--- src/rtl/led_scan_pkg.sv ---
package led_scan_pkg;

  typedef enum logic [2:0] {
    PH_LOAD,
    PH_SETUP,
    PH_HIGH,
    PH_HOLD,
    PH_GAP,
    PH_STROBE,
    PH_SETTLE,
    PH_DWELL
  } scan_phase_e;

  // nanoseconds to whole clock cycles, rounded up, never below one
  function automatic int ns2cyc(input int ns, input int clk_ns);
    int c;
    c = (ns + clk_ns - 1) / clk_ns;
    return (c < 1) ? 1 : c;
  endfunction

  function automatic int imax(input int a, input int b);
    return (a > b) ? a : b;
  endfunction

endpackage

--- src/rtl/led_scan_fbuf.sv ---
module led_scan_fbuf #(
  parameter int NCOL = 5,
  parameter int NROW = 7,
  localparam int CW = $clog2(NCOL)
) (
  input  logic            clk,
  input  logic            rst_n,
  input  logic            wr_en,
  input  logic [CW-1:0]   wr_col,
  input  logic [NROW-1:0] wr_rows,
  input  logic [CW-1:0]   rd_col,
  output logic [NROW-1:0] rd_rows
);

  logic [NROW-1:0] words [NCOL];

  always_ff @(posedge clk) begin
    if (!rst_n) begin
      for (int c = 0; c < NCOL; c++) words[c] <= '0;
    end else if (wr_en) begin
      for (int c = 0; c < NCOL; c++)
        if (wr_col == CW'(c)) words[c] <= wr_rows;
    end
  end

  always_comb begin
    rd_rows = '0;
    for (int c = 0; c < NCOL; c++)
      if (rd_col == CW'(c)) rd_rows = words[c];
  end

endmodule

--- src/rtl/led_scan_timer.sv ---
module led_scan_timer
  import led_scan_pkg::*;
#(
  parameter int NROW   = 7,
  parameter int SU_C   = 8,
  parameter int PW_C   = 15,
  parameter int HO_C   = 15,
  parameter int GAP_C  = 30,
  parameter int ST_C   = 10,
  parameter int SET_C  = 100,
  parameter int DW_C   = 200,
  localparam int BW    = $clog2(NROW),
  localparam int MAXC  = imax(imax(imax(SU_C, PW_C), imax(HO_C, GAP_C)),
                              imax(imax(ST_C, SET_C), DW_C)),
  localparam int TW    = $clog2(MAXC + 1)
) (
  input  logic          clk,
  input  logic          rst_n,
  output scan_phase_e   phase,
  output logic [BW-1:0] bit_idx,
  output logic          step_done
);

  logic [TW-1:0] remain;

  always_ff @(posedge clk) begin
    if (!rst_n) begin
      phase   <= PH_LOAD;
      remain  <= '0;
      bit_idx <= BW'(NROW - 1);
    end else if (remain != '0) begin
      remain <= remain - 1'b1;
    end else begin
      unique case (phase)
        PH_LOAD: begin
          phase   <= PH_SETUP;
          remain  <= TW'(SU_C - 1);
          bit_idx <= BW'(NROW - 1);
        end
        PH_SETUP: begin
          phase  <= PH_HIGH;
          remain <= TW'(PW_C - 1);
        end
        PH_HIGH: begin
          phase  <= PH_HOLD;
          remain <= TW'(HO_C - 1);
        end
        PH_HOLD: begin
          if (bit_idx == '0) begin
            phase  <= PH_GAP;
            remain <= TW'(GAP_C - 1);
          end else begin
            bit_idx <= bit_idx - 1'b1;
            phase   <= PH_SETUP;
            remain  <= TW'(SU_C - 1);
          end
        end
        PH_GAP: begin
          phase  <= PH_STROBE;
          remain <= TW'(ST_C - 1);
        end
        PH_STROBE: begin
          phase  <= PH_SETTLE;
          remain <= TW'(SET_C - 1);
        end
        PH_SETTLE: begin
          phase  <= PH_DWELL;
          remain <= TW'(DW_C - 1);
        end
        default: begin
          phase  <= PH_LOAD;
          remain <= '0;
        end
      endcase
    end
  end

  assign step_done = (phase == PH_DWELL) && (remain == '0);

endmodule

--- src/rtl/led_scan_colsel.sv ---
module led_scan_colsel #(
  parameter int NCOL = 5,
  localparam int CW = $clog2(NCOL)
) (
  input  logic            clk,
  input  logic            rst_n,
  input  logic            advance,
  input  logic            drive,
  output logic [CW-1:0]   col_idx,
  output logic [NCOL-1:0] col_sel
);

  always_ff @(posedge clk) begin
    if (!rst_n)
      col_idx <= '0;
    else if (advance)
      col_idx <= (col_idx == CW'(NCOL - 1)) ? '0 : col_idx + 1'b1;
  end

  for (genvar c = 0; c < NCOL; c++) begin : g_sink
    assign col_sel[c] = drive && (col_idx == CW'(c));
  end

endmodule

--- src/rtl/led_scan_top.sv ---
module led_scan_top
  import led_scan_pkg::*;
#(
  parameter int NCOL      = 5,
  parameter int NROW      = 7,
  parameter int CLK_NS    = 10,
  parameter int SETUP_NS  = 75,
  parameter int HOLD_NS   = 75,
  parameter int PULSE_NS  = 150,
  parameter int GAP_NS    = 300,
  parameter int STB_NS    = 100,
  parameter int SETTLE_NS = 1000,
  parameter int DWELL_CYC = 200
) (
  input  logic                    clk,
  input  logic                    rst_n,
  input  logic                    wr_valid,
  output logic                    wr_ready,
  input  logic [$clog2(NCOL)-1:0] wr_col,
  input  logic [NROW-1:0]         wr_rows,
  output logic                    row_sdata,
  output logic                    row_sclk,
  output logic                    row_strobe,
  output logic [NCOL-1:0]         col_sel
);

  localparam int CW    = $clog2(NCOL);
  localparam int BW    = $clog2(NROW);
  localparam int SU_C  = ns2cyc(SETUP_NS, CLK_NS);
  localparam int PW_C  = ns2cyc(PULSE_NS, CLK_NS);
  localparam int HO_C  = imax(ns2cyc(HOLD_NS, CLK_NS), PW_C);
  localparam int GAP_C = ns2cyc(GAP_NS, CLK_NS);
  localparam int ST_C  = ns2cyc(STB_NS, CLK_NS);
  localparam int SET_C = ns2cyc(SETTLE_NS, CLK_NS);
  localparam int DW_C  = (DWELL_CYC < 1) ? 1 : DWELL_CYC;

  scan_phase_e     phase;
  logic [BW-1:0]   bit_idx;
  logic            step_done;
  logic [CW-1:0]   col_idx;
  logic [NROW-1:0] fb_word;
  logic [NROW-1:0] step_word;
  logic            shifting;

  always_ff @(posedge clk) begin
    if (!rst_n) wr_ready <= 1'b0;
    else        wr_ready <= 1'b1;
  end

  led_scan_fbuf #(.NCOL(NCOL), .NROW(NROW)) u_fbuf (
    .clk     (clk),
    .rst_n   (rst_n),
    .wr_en   (wr_valid && wr_ready),
    .wr_col  (wr_col),
    .wr_rows (wr_rows),
    .rd_col  (col_idx),
    .rd_rows (fb_word)
  );

  led_scan_timer #(
    .NROW(NROW), .SU_C(SU_C), .PW_C(PW_C), .HO_C(HO_C),
    .GAP_C(GAP_C), .ST_C(ST_C), .SET_C(SET_C), .DW_C(DW_C)
  ) u_timer (
    .clk       (clk),
    .rst_n     (rst_n),
    .phase     (phase),
    .bit_idx   (bit_idx),
    .step_done (step_done)
  );

  led_scan_colsel #(.NCOL(NCOL)) u_colsel (
    .clk     (clk),
    .rst_n   (rst_n),
    .advance (step_done),
    .drive   (phase == PH_DWELL),
    .col_idx (col_idx),
    .col_sel (col_sel)
  );

  // snapshot of the column word taken once per step
  always_ff @(posedge clk) begin
    if (!rst_n)                 step_word <= '0;
    else if (phase == PH_LOAD)  step_word <= fb_word;
  end

  assign shifting   = (phase == PH_SETUP) || (phase == PH_HIGH) || (phase == PH_HOLD);
  assign row_sdata  = shifting && step_word[bit_idx];
  assign row_sclk   = (phase == PH_HIGH);
  assign row_strobe = (phase == PH_STROBE);

endmodule

--- config.mk ---
export PLATFORM = sky130hd
export DESIGN_NAME = led_scan_top
export DESIGN_NICKNAME = d
export VERILOG_FILES = /design/src/rtl/led_scan_pkg.sv /design/src/rtl/led_scan_fbuf.sv /design/src/rtl/led_scan_timer.sv /design/src/rtl/led_scan_colsel.sv /design/src/rtl/led_scan_top.sv
export SDC_FILE = /design/constraint.sdc
export NUM_CORES = 1
export LEC_CHECK = 0
export BUFFER_PORTS_ARGS = -buffer_cell sky130_fd_sc_hd__buf_4
export CAP_MARGIN = 10
export CORE_MARGIN = 2
export CORE_UTILIZATION = 59
export DETAILED_ROUTE_END_ITERATION = 8
export GPL_TIMING_DRIVEN = 0
export MAX_ROUTING_LAYER = met4
export PLACE_DENSITY = 0.79
export SYNTH_ARGS = -nofsm -noshare
export SYNTH_HDL_FRONTEND = slang
export SYNTH_SLANG_ARGS = --single-unit
export TNS_END_PERCENT = 1
--- constraint.sdc ---
create_clock -name clk -period 1.9 [get_ports clk]
set_input_delay 0.19 -clock clk [delete_from_list [all_inputs] [get_ports clk]]
set_output_delay 0.19 -clock clk [all_outputs]
set_load 0.1 [all_outputs]
==> results.json <==
{
  "finalSetupViolations": 0,
  "period_share": 0.984,
  "ys.flop_type": "edfxtp_1",
  "cts.sinks": 60,
  "fmax_ghz": 0.535,
  "drive_gt1_frac": 0.215,
  "syn_nets": 283,
  "startpoint_type": "flip-flop",
  "worstPathCellList": "inv_1 > ha_1 > nor2b_1 > clkbuf_4 > and3_1 > buf_12",
  "dpl.hpwl_um": 4120,
  "synthDistinctLibCells": 47,
  "postRouteAntennaNets": 0,
  "ir_drop_mv": 0.662,
  "min_path_type": "input port to flip-flop",
  "outcome": "completed",
  "synthCells": 262,
  "cp.arrival_ns": 1.68,
  "first_pass_iters": 4,
  "yosysTopAreaCell": "edfxtp_1",
  "antennaDiodeCount": 0,
  "synth_edf_count": 35,
  "viasPerCell": 6.00,
  "yosysSeqAreaShare": 0.546,
  "total_power_mw": 3.98,
  "dieWidth_um": 73.4,
  "yosysMostFrequentCell": "edfxtp_1",
  "finClkSkew_ns": 0.0122,
  "synthToLayoutAreaGrowth_pct": 18.9,
  "cts_root_buf": "clkbuf_8",
  "pin_count": 22,
  "grt_pass1_vias": 1943,
  "ys_seq_elements": 60,
  "cts_htree_levels": 3,
  "die_h_um": 73.4,
  "drc_errors": 0,
  "cts_setup_buffers": 0,
  "mappedNetlistArea_sq_um": 2840,
  "maxCapViolCount": 0,
  "ys_top_cells_by_count": "edfxtp_1 (35), dfxtp_1 (25), a21oi_1 (20)",
  "slew_violations": 0,
  "numCtsBuffers": 9,
  "grt_pass1_wl_um": 9090,
  "synth.area.top_cells": "edfxtp_1 (37%), dfxtp_1 (18%), a21oi_1 (3.5%)",
  "start_util": 0.606,
  "cp.required_ns": 1.71,
  "fin_util": 0.720,
  "clk_path_buf_depth": 2,
  "vias": 2113,
  "synth_top_area_frac": 0.370,
  "power-per-cell-area_nw_per_um2": 1180,
  "worst_pin_slew_ns": 1.11,
  "worst-path-buf-inv": 3,
  "cp_top_family": "buffers and inverters",
  "grt_max_degree": 16,
  "slowest_delay_ns": 0.36,
  "core_area_sq_um": 4690,
  "crit_type": "flip-flop to output port",
  "hold_viol": 0,
  "p_leak_nw": 1.24,
  "critPathMaxFanout": 8,
  "grt_overflow_total": 0,
  "place_congestion": 0.832,
  "nets": 314,
  "path_clk_slew_ns": 0.07,
  "synth_warnings": 0,
  "grt_usage": 0.236,
  "async_reset_ff_frac": 0,
  "finalCriticalPeriod_ns": 1.87,
  "endpoint_kind": "output port",
  "rsz0062_at_grt": "true",
  "antenna_found_initial": 0,
  "wl_um": 5560,
  "cts_tree": "yes",
  "routedWlPerCell_um": 15.8,
  "die_area_sq_um": 5390,
  "io_buffers": 21,
  "rows": 25,
  "syn_avg_cell_area_sq_um": 10.8,
  "relSlewSlack": 0.256,
  "drtIter0Drc": 102,
  "critPathSlowestCell": "dfxtp_2",
  "clk_latency_ns": 0.34
}
-- final cells by class --
cell class / count / area, sq um
Tap cell: 54 / 67.6
Clock inverter: 7 / 66.3
Clock buffer: 9 / 124
Inverter: 11 / 41.3
Timing Repair Buffer: 22 / 204
Multi-Input combinational cell: 176 / 1240
Fill cell: 347 / 1310
Buffer: 13 / 75.1
Sequential cell: 60 / 1560
-- kinds of logic after synthesis --
logic type      synth area share
compound gates             0.161
xor+xnor                  0.0185
fa+ha+maj                 0.0352
buf+inv                   0.0388
flops                      0.546
mux                       0.0154
simple gates               0.185
-- routing by layer --
layer,track usage,routed length (um),vias up
li1,-,-,1034
met1,0.288,2420,1004
met2,0.366,2830,67
met3,0.0590,245,8
met4,0.115,67,0
met5,-,0,-
-- power breakdown --
part / switching, mW / internal (mW) / leakage, nW
combinational: 0.671 / 0.504 / 0.564
clock: 0.510 / 0.597 / 0.0907
sequential: 0.158 / 1.54 / 0.582
total: 1.34 / 2.64 / 1.24
-- timing repair --
action / in CTS / in global routing
resized for setup: 18 / 11
setup endpoints to repair: 7 / 24
pin swaps: 0 / 0
hold buffers: 1 / 0
endpoints found under the hold margin: 1 / 0
-- state kept, by name (all words and copies together) (netlist names) --
register / cells
u_timer.bit_idx: 3
wr_ready: 1
u_fbuf.words: 35
u_colsel.col_idx: 3
step_word: 7
u_timer.phase: 3
u_timer.remain: 8
-- worst register-to-register path, stage by stage (launching register included) --
cell      delay, ns
dfxtp_1        0.35
inv_1          0.11
ha_4           0.17
nor4b_4        0.30
and2_2         0.20
clkbuf_1       0.22
a21oi_1        0.18
a21boi_0       0.17
-- layout by cell type, fill, tap and decap left out, drive strengths merged, types with 8 or more instances in the layout --
cell / Yosys / layout
edfxtp: 35 / 35
buf: 5 / 26
dfxtp: 25 / 25
nand2: 21 / 21
a21oi: 20 / 20
clkbuf: 10 / 17
inv: 11 / 12
o21ai: 11 / 11
o31ai: 10 / 10
and2: 10 / 10
nor2b: 9 / 9
nor2: 9 / 9
nand3b: 8 / 8
ha: 8 / 8
-- worst paths after layout --
check                           start                  to  slack (ns)  cells after the start
setup reg to reg    u_timer.remain[0]  u_timer.bit_idx[0]        0.08                      7
hold / removal             wr_rows[2]  u_fbuf.words[0][2]        0.25                      2
setup / recovery  u_colsel.col_idx[0]          col_sel[2]        0.03                      6
hold reg to reg   u_fbuf.words[0][30]        step_word[2]        0.46                      2
-- per-stage QoR --
stage               setup TNS [ns]  setup slack (ns)  cell area [sq um]  instances  hold WS, ns
CTS                        -0.0195           -0.0150               3340        352        0.239
floorplan                   -11.42            -0.459               2870        262        0.218
global route                -0.237           -0.0488               3380        352        0.267
global placement                 0            0.0166               3090        337        0.324
detailed placement         -0.0191           -0.0191               3090        337        0.323
finish                           0            0.0295               3380        352        0.248
(Power assumes the default switching activity.)
